File: config.mk
export PLATFORM = sky130hd
export DESIGN_NAME = agc_avg_cic
export DESIGN_NICKNAME = d
export VERILOG_FILES = /design/src/rtl/agc_avg_cic_pkg.sv /design/src/rtl/agc_avg_stage.sv /design/src/rtl/agc_cic_dec.sv /design/src/rtl/agc_avg_cic.sv
export SDC_FILE = /design/constraint.sdc
export NUM_CORES = 1
export LEC_CHECK = 0
export ABC_AREA = 1
export BUFFER_PORTS_ARGS = -buffer_cell sky130_fd_sc_hd__buf_2
export CAP_MARGIN = 20
export CORE_MARGIN = 1
export CORE_UTILIZATION = 55
export CTS_CLUSTER_DIAMETER = 40
export DETAILED_ROUTE_END_ITERATION = 7
export GPL_TIMING_DRIVEN = 0
export HOLD_SLACK_MARGIN = 0.02
export PLACE_DENSITY_LB_ADDON = 0.12
export SYNTH_ARGS = -nofsm -noshare
export SYNTH_HDL_FRONTEND = slang
export SYNTH_SLANG_ARGS = --single-unit
File: constraint.sdc
create_clock -name clk -period 20.1 [get_ports clk]
set_input_delay 5.025 -clock clk [delete_from_list [all_inputs] [get_ports clk]]
set_output_delay 5.025 -clock clk [all_outputs]
set_load 0.01 [all_outputs]
File: src/rtl/agc_avg_cic_pkg.sv
package agc_avg_cic_pkg;
   localparam int AVG_F_W   = 2;
   localparam int SCALE_F_W = 4;
   localparam int SCALE_LSB = 2;
   localparam int RATIO_LSB = 6;
   localparam int RECIP3    = 21845;
   localparam int RECIP3_SH = 16;

   typedef enum logic [1:0] {
      AVG_N1 = 2'd0,
      AVG_N2 = 2'd1,
      AVG_N3 = 2'd2,
      AVG_N4 = 2'd3
   } avg_sel_e;
endpackage

File: src/rtl/agc_avg_stage.sv
module agc_avg_stage
   import agc_avg_cic_pkg::*;
#(
   parameter int IN_W = 16
) (
   input  logic            clk,
   input  logic            rst_n,
   input  logic            clr,
   input  avg_sel_e        sel,
   input  logic            in_valid,
   input  logic [IN_W-1:0] in_sample,
   output logic            avg_valid,
   output logic [IN_W-1:0] avg_data
);
   localparam int SUM_W  = IN_W + AVG_F_W;
   localparam int PROD_W = SUM_W + RECIP3_SH;

   logic [AVG_F_W-1:0] cnt_q;
   logic [SUM_W-1:0]   sum_q, sum_nx;
   logic [PROD_W-1:0]  prod;
   logic [IN_W-1:0]    quot;
   logic               last;

   always_comb begin
      sum_nx = sum_q + SUM_W'(in_sample);
      last   = (cnt_q == AVG_F_W'(sel));
      prod   = PROD_W'(sum_nx) * PROD_W'(RECIP3);
      case (sel)
         AVG_N1:  quot = IN_W'(sum_nx);
         AVG_N2:  quot = IN_W'(sum_nx >> 1);
         AVG_N3:  quot = IN_W'(prod >> RECIP3_SH);
         default: quot = IN_W'(sum_nx >> 2);
      endcase
   end

   always_ff @(posedge clk or negedge rst_n) begin
      if (!rst_n) begin
         cnt_q     <= '0;
         sum_q     <= '0;
         avg_valid <= 1'b0;
         avg_data  <= '0;
      end else if (clr) begin
         cnt_q     <= '0;
         sum_q     <= '0;
         avg_valid <= 1'b0;
      end else begin
         avg_valid <= 1'b0;
         if (in_valid) begin
            if (last) begin
               cnt_q     <= '0;
               sum_q     <= '0;
               avg_valid <= 1'b1;
               avg_data  <= quot;
            end else begin
               cnt_q <= cnt_q + 1'b1;
               sum_q <= sum_nx;
            end
         end
      end
   end
endmodule

File: src/rtl/agc_cic_dec.sv
module agc_cic_dec
   import agc_avg_cic_pkg::*;
#(
   parameter int IN_W    = 16,
   parameter int RATIO_W = 12,
   localparam int ACC_W  = IN_W + RATIO_W
) (
   input  logic                 clk,
   input  logic                 rst_n,
   input  logic                 avg_valid,
   input  logic [IN_W-1:0]      avg_data,
   input  logic [RATIO_W-1:0]   ratio_m1,
   input  logic [SCALE_F_W-1:0] scale,
   input  logic                 req,
   input  logic                 init,
   output logic                 out_valid,
   output logic [ACC_W-1:0]     out_sample
);
   logic [ACC_W-1:0]   integ_q, integ_nx, comb_q, diff;
   logic [RATIO_W-1:0] dcnt_q;
   logic               natural, fire;

   always_comb begin
      integ_nx = integ_q + (avg_valid ? ACC_W'(avg_data) : '0);
      diff     = integ_nx - comb_q;
      natural  = avg_valid && (dcnt_q == ratio_m1);
      fire     = natural || req;
   end

   always_ff @(posedge clk or negedge rst_n) begin
      if (!rst_n) begin
         integ_q    <= '0;
         comb_q     <= '0;
         dcnt_q     <= '0;
         out_valid  <= 1'b0;
         out_sample <= '0;
      end else begin
         out_valid <= fire;
         if (fire) begin
            out_sample <= diff >> scale;
            comb_q     <= integ_nx;
         end
         if (req && init) begin
            integ_q <= '0;
            comb_q  <= '0;
            dcnt_q  <= '0;
         end else begin
            integ_q <= integ_nx;
            if (req)
               dcnt_q <= '0;
            else if (avg_valid)
               dcnt_q <= natural ? '0 : dcnt_q + 1'b1;
         end
      end
   end
endmodule

File: src/rtl/agc_avg_cic.sv
module agc_avg_cic
   import agc_avg_cic_pkg::*;
#(
   parameter int IN_W    = 16,
   parameter int RATIO_W = 12,
   localparam int ACC_W  = IN_W + RATIO_W,
   localparam int CFG_W  = RATIO_LSB + RATIO_W
) (
   input  logic             clk,
   input  logic             rst_n,
   input  logic             in_valid,
   input  logic [IN_W-1:0]  in_sample,
   input  logic [CFG_W-1:0] cfg_word,
   input  logic             upd_req,
   input  logic             upd_init,
   output logic             out_valid,
   output logic [ACC_W-1:0] out_sample
);
   if (IN_W < 1 || IN_W > 32) begin : g_bad_in_w
      $error("agc_avg_cic: IN_W out of range");
   end
   if (RATIO_W < 1 || RATIO_W > 16) begin : g_bad_ratio_w
      $error("agc_avg_cic: RATIO_W out of range");
   end

   avg_sel_e               sh_avg;
   logic [SCALE_F_W-1:0]   sh_scale;
   logic [RATIO_W-1:0]     sh_ratio;
   logic [RATIO_W-1:0]     ratio_m1;
   logic                   load;
   logic                   avg_v;
   logic [IN_W-1:0]        avg_d;

   assign load     = upd_req && upd_init;
   assign ratio_m1 = sh_ratio - RATIO_W'(1);

   always_ff @(posedge clk or negedge rst_n) begin
      if (!rst_n) begin
         sh_avg   <= AVG_N1;
         sh_scale <= '0;
         sh_ratio <= '0;
      end else if (load) begin
         sh_avg   <= avg_sel_e'(cfg_word[AVG_F_W-1:0]);
         sh_scale <= cfg_word[SCALE_LSB +: SCALE_F_W];
         sh_ratio <= cfg_word[RATIO_LSB +: RATIO_W];
      end
   end

   agc_avg_stage #(.IN_W(IN_W)) i_avg (
      .clk       (clk),
      .rst_n     (rst_n),
      .clr       (load),
      .sel       (sh_avg),
      .in_valid  (in_valid),
      .in_sample (in_sample),
      .avg_valid (avg_v),
      .avg_data  (avg_d)
   );

   agc_cic_dec #(.IN_W(IN_W), .RATIO_W(RATIO_W)) i_cic (
      .clk        (clk),
      .rst_n      (rst_n),
      .avg_valid  (avg_v),
      .avg_data   (avg_d),
      .ratio_m1   (ratio_m1),
      .scale      (sh_scale),
      .req        (upd_req),
      .init       (upd_init),
      .out_valid  (out_valid),
      .out_sample (out_sample)
   );
endmodule

==> results_dict.tcl <==
set metrics [dict create \
    post_synth_xor_area_fraction_pct 4.06 \
    yosys-top-cells-area "sky130_fd_sc_hd__dfrtp_1 (24%), sky130_fd_sc_hd__ha_1 (14%), sky130_fd_sc_hd__nand2_1 (12%)" \
    r2r_start "i_avg.sum_q[2]" \
    start_kind "primary input" \
    synth-warning-count 0 \
    cts-hold-fix-buffers 0 \
    die_area_mm2 0.0299 \
    insertion_delay_ns 0.44 \
    layout.filler_cells 2764 \
    dp_hpwl_mm 37.6 \
    outcome "completed" \
    worst_r2r_path_depth 31 \
    grt_setup_unrepaired "no" \
    syn_avg_cell_area_um2 7.23 \
    critical_path.endpoint_type "flip-flop" \
    grtUsageTotal_pct 31.3 \
    slew_viol_final 0 \
    grt_pass1_vias 14800 \
    initial_utilization_pct 56.0 \
    route.antenna.remaining_nets 0 \
    die_w_um 173 \
    max_freq_ghz 0.0835 \
    postSynth.topFlopCell "sky130_fd_sc_hd__dfrtp_1" \
    cp_max_fo 4 \
    timing.critical_path.required_ns 20.47 \
    core-area_mm2 0.0287 \
    post_synth_fa_ha_maj_area_fraction_pct 23.8 \
    drt-pass1-iter-count 6 \
    synth.area.mux_share_pct 0 \
    cts_post_setup_buffers_inserted 0 \
    rows 62 \
    clock_path_buffers 2 \
    grt_pass1_wl_mm 74.8 \
    synth_cell_types 51 \
    hold_viol_final 0 \
    fin_setup_tns_ns 0 \
    layout.nets 2609 \
    clock_root_buffer_master "sky130_fd_sc_hd__clkbuf_16" \
    clock_sink_count 152 \
    synth_top_area_share_pct 23.6 \
    place.gp.congestion 0.944 \
    critical_path.max_stage_delay_ns 0.55 \
    synth_compound_gate_area_share_pct 11.8 \
    detail_route.wirelength_mm 45.7 \
    timing_worst_slew_pin_value_ns 0.931 \
    number_of_vias_after_detailed_routing 15100 \
    yosys_register_bits 152 \
    post_synth_simple_gate_area_pct 26.5 \
    largest_net_degree_at_the_start_of_global_routing 79 \
    numPortBuffers 67 \
    syn_nets 2522 \
    route.detailed.vias_per_inst 5.58 \
    cts.repair.resized 0 \
    report.final.setup_viol 0 \
    cts_inserted_buffers 17 \
    worst_path_most_repeated_cell "sky130_fd_sc_hd__nand2_1" \
    floorplan.die.height_um 173 \
    r2r_end "i_avg.avg_data[8]" \
    hold_path_startpoint "i_cic.out_sample[24]" \
    gr-total-overflow 0 \
    timing.critical_path.arrival_ns 12.35 \
    setup.reg_to_reg.worst_slack_ns 12.43 \
    i_o_pin_cnt 68 \
    synth-edff-count 0 \
    crit_path_top_delay_cell "sky130_fd_sc_hd__fa_1" \
    slew_headroom_pct 37.3 \
    synthesis.instances 2225 \
    num_antenna_cells 0 \
    area_growth_syn_to_layout_pct 9.37 \
    post_layout_minimum_cycle_time_ns 11.98 \
    synth_top_family_by_area "simple AND/OR/NAND/NOR gates" \
    hp-class "reg -> reg" \
    grt_antenna_before_repair 0 \
    tritoncts "done" \
    drcViolationCount 0 \
    hold_path_depth 2 \
    yosys.area.top_type "sky130_fd_sc_hd__dfrtp_1" \
    clk_pin_slew_worst_paths_ns 0.06 \
    timing_worst_setup_path_type "in -> reg" \
    hold_end "i_cic.out_sample[24]" \
    htreeDepth 4 \
    dr.first_iter.drc_count 1202 \
    seq_area_frac_synth_pct 23.6 \
    fin_worst_skew_ns 0.0128 \
    synth_async_sr_flop_share_pct 100 \
    post_synthesis_cell_area_mm2 0.0161 \
    drt-wirelength-per-cell_um 16.9 \
    timing.max_cap.violations 0 \
    final_worst_path_period_share_pct 59.6 \
    drive_gt1_share_pct 6.37 \
]
-- metal layers --
layer	share of wire [%]	up-vias	routed length (um)	GRT usage [%]
met2	48	446	22100	54.4
met1	44	7179	20100	40.8
li1	-	7415	-	-
met5	0	-	0	0
met4	2.9	0	1350	10.2
met3	4.6	76	2120	3.39
-- stage by stage --
step / utilization [%] / instances / setup WS (ns) / instance area (um^2) / hold WS, ns
after global routing: 61.3 / 2708 / 7.64 / 17600 / 0.501
after global placement: 58.9 / 2676 / 7.85 / 16900 / 0.461
after CTS: 61.3 / 2708 / 8.21 / 17600 / 0.485
final: 61.3 / 2708 / 8.12 / 17600 / 0.475
after floorplan: - / 2225 / 9.02 / 16100 / 0.449
after detailed placement: 59.0 / 2677 / 7.76 / 16900 / 0.465
-- cell usage after synthesis, drive strengths merged, types with 7 or more instances --
library cell	n
clkbuf	34
o21ai	150
nand3b	10
nand3	244
or2	11
nor3	25
nand2	495
o21bai	10
buf	18
dfrtp	152
ha	178
o211ai	14
nand4	29
xor2	47
xnor2	25
inv	370
a21oi	125
nor2	156
a21o	7
fa	80
-- how the worst max path moves through the flow --
| stage | depth (start not counted) | to | slack, ns | startpoint |
|---|---|---|---|---|
| finish | 32 | i_avg.avg_data[5] | 8.12 | in_sample[0] |
| global route | 32 | i_avg.avg_data[5] | 7.64 | in_sample[0] |
| CTS | 32 | i_avg.avg_data[5] | 8.21 | in_sample[0] |
| detailed placement | 32 | i_avg.avg_data[5] | 7.76 | in_sample[0] |
| global placement | 31 | i_avg.avg_data[5] | 7.85 | in_sample[0] |
| floorplan | 30 | i_avg.avg_data[11] | 9.02 | in_sample[0] |
-- final cells by class --
type | count | area [um^2] | area share (%)
multi-input combinational | 1649 | 10600 | 60.5
buffer | 52 | 240 | 1.37
timing repair buffer | 68 | 369 | 2.10
inverter | 372 | 1400 | 7.95
clock buffer | 18 | 439 | 2.50
sequential | 152 | 3800 | 21.6
clock inverter | 13 | 218 | 1.24
tap | 384 | 480 | 2.73
-- flip-flops by register name, summed over array words and instances (netlist names) --
register and cells:
sh_scale 4, i_avg.avg_valid 1, i_avg.cnt_q 2, sh_avg 2, i_cic.comb_q 28, i_avg.avg_data 16, i_avg.sum_q 18, i_cic.integ_q 28
i_cic.dcnt_q 12, i_cic.out_sample 28, sh_ratio 12, i_cic.out_valid 1
-- placed cells by master (no fill, tap or decap), drive strengths merged, types with 2 or more instances in the layout --
cell / Yosys / routed
a21boi: 5 / 5
a21o: 7 / 7
a21oi: 125 / 125
a221oi: 3 / 3
a22oi: 3 / 3
a31oi: 4 / 4
a32o: 4 / 4
and2: 2 / 2
buf: 18 / 86
bufinv: 0 / 5
clkbuf: 34 / 52
clkinv: 2 / 6
dfrtp: 152 / 152
fa: 80 / 80
ha: 178 / 178
inv: 370 / 373
nand2: 495 / 495
nand3: 244 / 244
nand3b: 10 / 10
nand4: 29 / 29
nor2: 156 / 156
nor3: 25 / 25
nor4: 4 / 4
o211ai: 14 / 14
o21a: 6 / 6
o21ai: 150 / 150
o21bai: 10 / 10
o22ai: 6 / 6
o31ai: 3 / 3
or2: 11 / 11
xnor2: 25 / 25
xor2: 47 / 47
-- worst max-delay path, delay by kind of cell --
family	cells	cell delay, ns
AOI/OAI and AO/OA	9	1.74
xor gates and xnor gates	1	0.45
adders and majority gates	8	3.28
buffers and inverters	4	0.24
and+or+nand+nor	10	1.60
-- kinds of logic (layout without fill, tap and decap cells) --
| kind of cell | Yosys count | after routing |
|---|---|---|
| xor gates and xnor gates | 73 | 73 |
| DFF | 152 | 152 |
| buffers and inverters | 424 | 523 |
| adders and majority gates | 258 | 258 |
| and+or+nand+nor | 976 | 976 |
| AOI/OAI and AO/OA | 342 | 342 |
Power is left out: the tool's default activity adds up to more than one toggle a clock period on the data nets, which glitch-free logic cannot reach.
